===== src/rtl/mvmac_pkg.sv =====
package mvmac_pkg;

  typedef enum logic [1:0] {
    ST_IDLE   = 2'd0,
    ST_RUN    = 2'd1,
    ST_REFILL = 2'd2
  } mv_state_e;

endpackage


===== src/rtl/mvmac_fifo.sv =====
module mvmac_fifo #(
  parameter int W     = 16,
  parameter int DEPTH = 128
) (
  input  logic                   clk,
  input  logic                   rst_n,
  input  logic                   push,
  input  logic [W-1:0]           push_data,
  input  logic                   pop,
  output logic [W-1:0]           head,
  output logic [$clog2(DEPTH):0] count
);
  localparam int AW = $clog2(DEPTH);

  logic [W-1:0]  mem [DEPTH];
  logic [AW-1:0] wr_ptr, rd_ptr, wr_nx, rd_nx;
  logic [AW:0]   cnt_nx;

  function automatic logic [AW-1:0] bump(input logic [AW-1:0] p);
    return (p == AW'(DEPTH-1)) ? '0 : p + 1'b1;
  endfunction

  always_comb begin
    wr_nx  = push ? bump(wr_ptr) : wr_ptr;
    rd_nx  = pop  ? bump(rd_ptr) : rd_ptr;
    cnt_nx = count + (AW+1)'(push) - (AW+1)'(pop);
  end

  always_ff @(posedge clk or negedge rst_n) begin
    if (!rst_n) begin
      wr_ptr <= '0;
      rd_ptr <= '0;
      count  <= '0;
    end else begin
      wr_ptr <= wr_nx;
      rd_ptr <= rd_nx;
      count  <= cnt_nx;
    end
  end

  always_ff @(posedge clk) begin
    if (push) mem[wr_ptr] <= push_data;
  end

  assign head = mem[rd_ptr];


  fifo_no_overflow_chk: assert property (@(posedge clk) disable iff (!rst_n)
    (push && !pop) |-> (count < (AW+1)'(DEPTH)));


  fifo_no_underflow_chk: assert property (@(posedge clk) disable iff (!rst_n)
    pop |-> (count != '0));

endmodule


===== src/rtl/mvmac_acc.sv =====
module mvmac_acc #(
  parameter int DW     = 16,
  parameter int ACC_W  = 40,
  parameter int FRAC_W = 4
) (
  input  logic                    clk,
  input  logic                    rst_n,
  input  logic                    en,
  input  logic                    first,
  input  logic signed [DW-1:0]    a,
  input  logic signed [DW-1:0]    b,
  input  logic signed [ACC_W-1:0] init,
  input  logic [FRAC_W-1:0]       frac,
  output logic signed [DW-1:0]    sat_out
);
  localparam logic signed [ACC_W-1:0] HI = ACC_W'((64'sd1 <<< (DW-1)) - 64'sd1);
  localparam logic signed [ACC_W-1:0] LO = -HI - ACC_W'(1);

  logic signed [2*DW-1:0]  prod;
  logic signed [ACC_W-1:0] prod_ext, base, acc_q, acc_nx, shifted;

  always_comb begin
    prod     = a * b;
    prod_ext = {{(ACC_W-2*DW){prod[2*DW-1]}}, prod};
    base     = first ? init : acc_q;
    acc_nx   = base + prod_ext;
    shifted  = acc_nx >>> frac;
    if (shifted > HI)      sat_out = HI[DW-1:0];
    else if (shifted < LO) sat_out = LO[DW-1:0];
    else                   sat_out = shifted[DW-1:0];
  end

  always_ff @(posedge clk or negedge rst_n) begin
    if (!rst_n)  acc_q <= '0;
    else if (en) acc_q <= acc_nx;
  end

endmodule


===== src/rtl/mvmac_stream.sv =====
module mvmac_stream
  import mvmac_pkg::*;
#(
  parameter int DW       = 16,
  parameter int DEPTH    = 128,
  parameter int MAX_ROWS = 16,
  parameter int ACC_W    = 40,
  parameter int FRAC_W   = 4
) (
  input  logic                            clk,
  input  logic                            rst_n,
  input  logic [$clog2(DEPTH):0]          cfg_row_len,
  input  logic [$clog2(MAX_ROWS):0]       cfg_row_cnt,
  input  logic                            cfg_reuse,
  input  logic                            cfg_acc_prev,
  input  logic                            frac_we,
  input  logic [$clog2(MAX_ROWS)-1:0]     frac_addr,
  input  logic [FRAC_W-1:0]               frac_val,
  input  logic                            vec_valid,
  output logic                            vec_ready,
  input  logic signed [DW-1:0]            vec_data,
  input  logic                            mat_valid,
  output logic                            mat_ready,
  input  logic signed [DW-1:0]            mat_data,
  output logic                            res_valid,
  input  logic                            res_ready,
  output logic signed [DW-1:0]            res_data,
  output logic                            busy,
  output logic                            done
);
  localparam int LEN_W  = $clog2(DEPTH) + 1;
  localparam int ROW_W  = $clog2(MAX_ROWS) + 1;
  localparam int RIDX_W = $clog2(MAX_ROWS);
  localparam int CIDX_W = $clog2(DEPTH);

  mv_state_e          state_q, state_nx;
  logic [CIDX_W-1:0]  col_q, col_nx;
  logic [RIDX_W-1:0]  row_q, row_nx, ref_q, ref_nx;
  logic               done_nx;
  logic               res_valid_nx;
  logic signed [DW-1:0] res_data_nx;

  logic [FRAC_W-1:0]    frac_tab [MAX_ROWS];
  logic signed [DW-1:0] prev_tab [MAX_ROWS];

  logic                 vec_fire, mat_fire, last_col, last_row, last_ref;
  logic                 fifo_push;
  logic [DW-1:0]        fifo_wdata, fifo_head;
  logic [LEN_W-1:0]     fifo_cnt;
  logic signed [ACC_W-1:0] init_val;
  logic signed [DW-1:0] row_result;

  // Operand FIFO: loaded from the stream, recirculated per row, refilled on reuse.
  mvmac_fifo #(.W(DW), .DEPTH(DEPTH)) u_fifo (
    .clk(clk), .rst_n(rst_n), .push(fifo_push), .push_data(fifo_wdata),
    .pop(mat_fire), .head(fifo_head), .count(fifo_cnt)
  );

  mvmac_acc #(.DW(DW), .ACC_W(ACC_W), .FRAC_W(FRAC_W)) u_acc (
    .clk(clk), .rst_n(rst_n), .en(mat_fire), .first(col_q == '0),
    .a(mat_data), .b(signed'(fifo_head)), .init(init_val),
    .frac(frac_tab[row_q]), .sat_out(row_result)
  );

  always_comb begin
    vec_ready = (state_q == ST_IDLE) && (fifo_cnt < cfg_row_len);
    mat_ready = (state_q == ST_RUN) && (fifo_cnt != '0) && !(res_valid && !res_ready);
    vec_fire  = vec_valid && vec_ready;
    mat_fire  = mat_valid && mat_ready;
    last_col  = LEN_W'(col_q) == (cfg_row_len - 1'b1);
    last_row  = ROW_W'(row_q) == (cfg_row_cnt - 1'b1);
    last_ref  = ROW_W'(ref_q) == (cfg_row_cnt - 1'b1);
    init_val  = cfg_acc_prev
              ? ({{(ACC_W-DW){prev_tab[row_q][DW-1]}}, prev_tab[row_q]} <<< frac_tab[row_q])
              : '0;
    busy      = (state_q != ST_IDLE);
  end

  // Operand FIFO write source per phase
  always_comb begin
    fifo_push  = 1'b0;
    fifo_wdata = vec_data;
    case (state_q)
      ST_IDLE:   fifo_push = vec_fire;
      ST_RUN: begin
        fifo_push  = mat_fire && !last_row;
        fifo_wdata = fifo_head;
      end
      ST_REFILL: begin
        fifo_push  = 1'b1;
        fifo_wdata = prev_tab[ref_q];
      end
      default: fifo_push = 1'b0;
    endcase
  end

  // Next-state logic
  always_comb begin
    state_nx     = state_q;
    col_nx       = col_q;
    row_nx       = row_q;
    ref_nx       = ref_q;
    done_nx      = 1'b0;
    res_valid_nx = res_valid && !res_ready;
    res_data_nx  = res_data;
    case (state_q)
      ST_IDLE: begin
        if (fifo_cnt == cfg_row_len && cfg_row_len != '0 && cfg_row_cnt != '0)
          state_nx = ST_RUN;
      end
      ST_RUN: begin
        if (mat_fire) begin
          if (last_col) begin
            col_nx       = '0;
            res_valid_nx = 1'b1;
            res_data_nx  = row_result;
            if (last_row) begin
              row_nx   = '0;
              state_nx = cfg_reuse ? ST_REFILL : ST_IDLE;
              done_nx  = !cfg_reuse;
            end else begin
              row_nx = row_q + 1'b1;
            end
          end else begin
            col_nx = col_q + 1'b1;
          end
        end
      end
      ST_REFILL: begin
        if (last_ref) begin
          ref_nx   = '0;
          state_nx = ST_IDLE;
          done_nx  = 1'b1;
        end else begin
          ref_nx = ref_q + 1'b1;
        end
      end
      default: state_nx = ST_IDLE;
    endcase
  end

  always_ff @(posedge clk or negedge rst_n) begin
    if (!rst_n) begin
      state_q   <= ST_IDLE;
      col_q     <= '0;
      row_q     <= '0;
      ref_q     <= '0;
      done      <= 1'b0;
      res_valid <= 1'b0;
      res_data  <= '0;
    end else begin
      state_q   <= state_nx;
      col_q     <= col_nx;
      row_q     <= row_nx;
      ref_q     <= ref_nx;
      done      <= done_nx;
      res_valid <= res_valid_nx;
      res_data  <= res_data_nx;
    end
  end

  always_ff @(posedge clk) begin
    if (frac_we) frac_tab[frac_addr] <= frac_val;
    if (mat_fire && last_col) prev_tab[row_q] <= row_result;
  end


  res_hold_chk: assert property (@(posedge clk) disable iff (!rst_n)
    (res_valid && !res_ready) |=> (res_valid && $stable(res_data)));


  ready_excl_chk: assert property (@(posedge clk) disable iff (!rst_n)
    !(vec_ready && mat_ready));


  done_pulse_chk: assert property (@(posedge clk) disable iff (!rst_n)
    done |=> !done);


  done_idle_chk: assert property (@(posedge clk) disable iff (!rst_n)
    done |-> !busy);

endmodule


===== config.mk =====
export PLATFORM = sky130hd
export DESIGN_NAME = mvmac_stream
export DESIGN_NICKNAME = d
export VERILOG_FILES = /design/src/rtl/mvmac_pkg.sv /design/src/rtl/mvmac_fifo.sv /design/src/rtl/mvmac_acc.sv /design/src/rtl/mvmac_stream.sv
export SDC_FILE = /design/constraint.sdc
export NUM_CORES = 2
export LEC_CHECK = 0
export BUFFER_PORTS_ARGS = -buffer_cell sky130_fd_sc_hd__buf_2
export CAP_MARGIN = 40
export CORE_ASPECT_RATIO = 0.8
export CORE_MARGIN = 8
export CORE_UTILIZATION = 58
export DETAILED_ROUTE_END_ITERATION = 8
export HOLD_SLACK_MARGIN = 0.08
export PLACE_DENSITY = 0.74
export SYNTH_ARGS = -nofsm -noshare
export SYNTH_HDL_FRONTEND = slang
export SYNTH_SLANG_ARGS = --single-unit

===== constraint.sdc =====
create_clock -name clk -period 13.1 [get_ports clk]
set_input_delay 0 -clock clk [delete_from_list [all_inputs] [get_ports clk]]
set_output_delay 0 -clock clk [all_outputs]
set_load 0.1 [all_outputs]

# Word-level counts from Yosys, hierarchy flattened
# Memories as Yosys holds them, arrays and structs flattened.
# Cells that the tools add are included.
# totals
regBits,97
ram_bits,2368
input_bits,61
elab_cells,98
memories,3
# mem_list
memory,words,width,read_ports,rd_ports_with_merged_regs,wr,line,text
u_fifo.mem,128,16,1,0,1,mvmac_fifo.sv:15,logic [W-1:0] mem [DEPTH];
prev_tab,16,16,2,0,1,mvmac_stream.sv:44,logic signed [DW-1:0] prev_tab [MAX_ROWS];
frac_tab,16,4,1,0,1,mvmac_stream.sv:43,logic [FRAC_W-1:0] frac_tab [MAX_ROWS];
# op_classes
add_sub_neg,10
n_mul,1
n_lt_le_gt_ge,3
eq_ne,13
n_shift,2
n_mux,32
n_reduce_logical,23
# ops
cell,count
$mux 40,2
$add 40x32->40,1
$gt 40x16->1 const B,1
$lt 40x16->1 const B,1
$sshl 40x4->40,1
$sshr 40x4->40,1
$mul 16x16->32,1
$mux 16,2
$pmux 16 s2,1
$add 7x1->7 const B,3
$mux 7,3
$reduce_bool 8->1,2
$eq 7x7->1 const B,2
$mux 1,13
$mux 2,6
$eq 4x5->1,2
$logic_and 1x1->1,10
$add 4x1->4 const B,2
$add 8x1->8,1
$eq 7x8->1,1
$eq 8x8->1,1
$lt 8x8->1,1
$mux 4,2
$ne 2x2->1 const B,4
other kinds (17),20

# Logic depth before layout (Yosys ltp)
# logic_depth
depth_word,9
depth_mapped,42
depth_no_buf,34

# Hierarchy
# A second synthesis with hierarchy kept.
# hier_totals
hier_cells,6936
area_unflattened_um2,115592.1
# modules_own_cells
module,instances,cells_each,area_each_um2,seq_area_each_um2
mvmac_fifo,1,3850,80140.6,62049.5
mvmac_acc,1,2003,17823.3,1001.0
mvmac_stream,1,1083,17628.2,10485.1

# Worst setup path after synthesis
# No wires, ideal clock.
# synth_path
path_type,register -> register
from,register u_fifo.rd_ptr[0]
to,memory prev_tab[0][13] (data pin)
setup_time_ps,330
arrival_time_ps,11909
required_time_ps,12770
setup_slack_ps,861
stages_incl_launch_ff,39
n_path_buf,8
synth_period_minus_slack_ps,12239
cell_sequence,dfrtp_1 buf_4 buf_2 clkbuf_1 buf_1 buf_1 mux4_2 mux4_2 mux4_2 mux2_2 clkbuf_1 nand2_1 inv_1 fa_1 inv_1 fa_1 fa_1 fa_1 [3 not listed] fa_1 inv_1 ha_1 clkbuf_1 a21oi_1 o21ai_0 a211o_1 nand2b_1 or4b_2 a31oi_1 nor2_1 o211ai_1 nand4_1 or4_4 nor4b_4 nor2_1 buf_2 o21ai_0
# synth_via
elab_chain_cells,7
elab_cells_between_ends,8
cone_classes,add/sub: 1; mul: 1; order compare: 2; shift: 1; mux: 2; memory: 1
# synth_rtl
element,line,text
from (decl),mvmac_fifo.sv:16,"logic [AW-1:0] wr_ptr, rd_ptr, wr_nx, rd_nx;"
from (signal assigned),mvmac_fifo.sv:36,rd_ptr <= rd_nx;
$mem_v2 128x16 *,--,
$mul 16x16->32 *,mvmac_acc.sv:23,prod = a * b;
$add 40x32->40 *,mvmac_acc.sv:26,acc_nx = base + prod_ext;
$sshr 40x4->40 *,mvmac_acc.sv:27,shifted = acc_nx >>> frac;
$lt 40x16->1,mvmac_acc.sv:29,else if (shifted < LO) sat_out = LO[DW-1:0];
$mux 16,mvmac_acc.sv:29,
$mux 16 *,mvmac_acc.sv:28,if (shifted > HI) sat_out = HI[DW-1:0];
via row_result[13],mvmac_stream.sv:51,logic signed [DW-1:0] row_result;
to (decl),mvmac_stream.sv:44,
# The timed path passes the listed nets; every way through them passes the cells marked *.

# Final worst setup path
# layout_path
from,register u_fifo.rd_ptr[0]
to,memory prev_tab[8][4] (data pin)
# Same word-level chain as after synthesis.

==> impl_metrics.yaml <==
outcome:
  outcome: "finished, final reports clean"
synth:
  synth-seq-area-share: 0.641
  avgSynthCellArea_um2: 17.8
  synth_cells: 6459
  netlist.area_leader.share: 0.620
  synth_edf_count: 2368
  synth_area_um2: 115000
  synth_area_leader_cell: "edfxtp_1"
  synth_most_common_cell: "edfxtp_1"
  netlist_top_cells_count: "2,368 x edfxtp_1, 827 x mux4_2, 441 x inv_1"
  ys_async_sr_fraction: 0.0394
  ys_seq_elements: 2465
  synth_warnings: 0
  synthTopCellsByArea: "edfxtp_1 62%, mux4_2 16%, fa_1 5.8%, dfrtp_1 2.1%, ha_1 1.6%"
  synthesis.nets: 7001
  yosys_most_used_dff: "edfxtp_1"
  synth.distinct_cells: 91
route:
  dr.pass1.iters: 7
  drt_wl_total_mm: 308
  vias: 65059
  drt-initial-drc-count: 9202
  viasPerCell: 6.73
  drcViolationCount: 0
  wl_per_cell_um: 31.9
  ant_nets: 0
sta:
  slew_viol_final: 0
  finalCriticalPeriod_ns: 12.57
  worst_slack_ns: 0.534
  hold_viol: 0
  skew_ns: 0.0692
  slew_headroom: 0.327
  report.final.setup_viol: 0
  rsz0062_at_grt: "false"
  fmax_mhz: 79.6
  fin_crit_sh: 0.959
  finalSetupTns_ns: 0
  tightest_slew_ns: 1.01
setup_path:
  critPathCapture: "prev_tab[8][4]"
  cpPeakStageDelay_ns: 0.67
  critPathRequiredTime_ns: 13.55
  crit_type: "register to register"
  timing.rr.start: "u_fifo.rd_ptr[0]"
  start_kind: "register"
  rr_worst_depth: 35
  crit_path_start: "u_fifo.rd_ptr[0]"
  arrival_ns: 13.01
  slowest_stage: "mux4_2"
  crit_path_end_kind: "register"
  cp_max_fo: 36
  r2r_end: "prev_tab[8][4]"
  r2r_slack_ns: 0.53
  critPathMostFrequentCell: "fa_1"
grt:
  grtUsageMet2: 0.430
  grt_start_max_net_pins: 97
  antenna_found_initial: 38
  grt_pass1_vias: 64932
  grt_pass1_wl_mm: 450
  met1_usage: 0.436
  grt_usage: 0.290
  grt.busiest_layer: "met1"
  grt-ovfl-total: 0
  met3_usage: 0.0783
floorplanning:
  dieHeight_um: 414
  num_rows: 146
  core_um2: 197000
  ioPinCount: 82
  die_area_um2: 212000
  start_util: 0.581
  die_w_um: 513
clocking:
  cts_tree: "yes"
  clock_latency_ns: 0.88
  clk_pin_slew_ns: 0.07
  cts_max_level: 4
  clk_path_buf_depth: 3
  cts_num_sinks: 2465
  cts_buffers: 226
  root_buffer: "clkbuf_16"
layout:
  utilization: 0.655
  layout-drive-gt1-share: 0.250
  final_cells: 9668
  area_growth_pct: 12.7
  fillers: 12901
  nets: 7418
placement:
  place_hpwl_mm: 193
  place_congestion: 0.952
  pre_cts_ws_ns: 0.424
  port_buffers: 81
  dp.cells: 9175
job:
  drv_cap: 0
min_path:
  hold_path.class: "primary input to register"
[how the worst min path moves through the flow]
stage                        start                end  slack (ns)  cells past startpoint
global placement             rst_n           col_q[3]        0.11                      1
detailed placement           rst_n           col_q[0]        0.13                      1
CTS                    vec_data[4]  u_fifo.mem[74][4]        0.08                      4
finish              cfg_row_cnt[2]           row_q[2]        0.14                      7
floorplan                    rst_n           col_q[0]       -0.30                      0
global route           frac_val[2]    frac_tab[12][2]        0.13                      2
[per-stage QoR]
stage / cell area [µm²] / hold WS, ns
final: 129000 / 0.143
after global routing: 129000 / 0.131
after CTS: 129000 / 0.0818
after detailed placement: 121000 / 0.129
after global placement: 121000 / 0.113
after floorplan: 115000 / -0.296
[critical path: cells and delay by family (launching register included)]
kind	cells	cell delay [ns]
multiplexers	4	2.20
adder cells (fa/ha/maj)	7	3.36
XOR/XNOR	1	0.42
AO/OA/AOI/OAI	10	3.38
flip-flops	1	0.55
buffers and inverters	10	1.55
AND/OR/NAND/NOR	3	0.62
[flip-flops by register name (all words and copies together) (netlist names)]
signal	count
u_fifo.count	8
frac_tab	64
prev_tab	256
u_fifo.rd_ptr	7
done	1
res_valid	1
state_q	2
ref_q	4
u_fifo.wr_ptr	7
u_fifo.mem	2048
res_data	16
row_q	4
col_q	7
u_acc.acc_q	40
[routing by layer]
layer	vias to the layer above	wire, µm
li1	26085	-
met1	33883	122000
met2	4547	138000
met3	532	40300
met4	12	7910
met5	-	88
[what timing repair did]
item,4_1_cts,5_1_grt
setup endpoints to repair,0,248
setup buffers,0,6
endpoints found under the hold margin,818,0
gates resized for setup,0,5
hold buffers,53,0
[kinds of logic (layout without fill, tap and decap cells)]
kind of cell / Yosys count / count (layout) / share of synthesized area
xor+xnor: 65 / 65 / 0.00508
other cells: 0 / 15 / 0
compound gates: 604 / 604 / 0.0353
mux: 924 / 924 / 0.172
simple gates: 1120 / 1120 / 0.0457
buf+inv: 800 / 1404 / 0.0269
flops: 2465 / 2465 / 0.641
fa+ha+maj: 481 / 481 / 0.0741
[layout make-up]
cell class                 count  area, µm²  area share
timing repair buffer         547       4800      0.0371
antenna                       15       37.5    0.000290
inverter                     442       1660      0.0128
multi-input combinational   3194      38500       0.298
clock inverter               142       1580      0.0122
sequential                  2465      73600       0.569
clock buffer                 273       5870      0.0455
tap                         2590       3240      0.0251
[layout by cell type, fill, tap and decap left out, types with 149 or more instances in the layout]
cell type and instances:
ha_1 149, inv_1 441, o21ai_0 158, edfxtp_1 2368
mux4_2 827, nand2_1 368, clkbuf_16 228, buf_4 355
fa_1 331, nor2_1 286
Power is left out: the tool's default activity adds up to more than one toggle a clock period on the data nets, which glitch-free logic cannot reach.
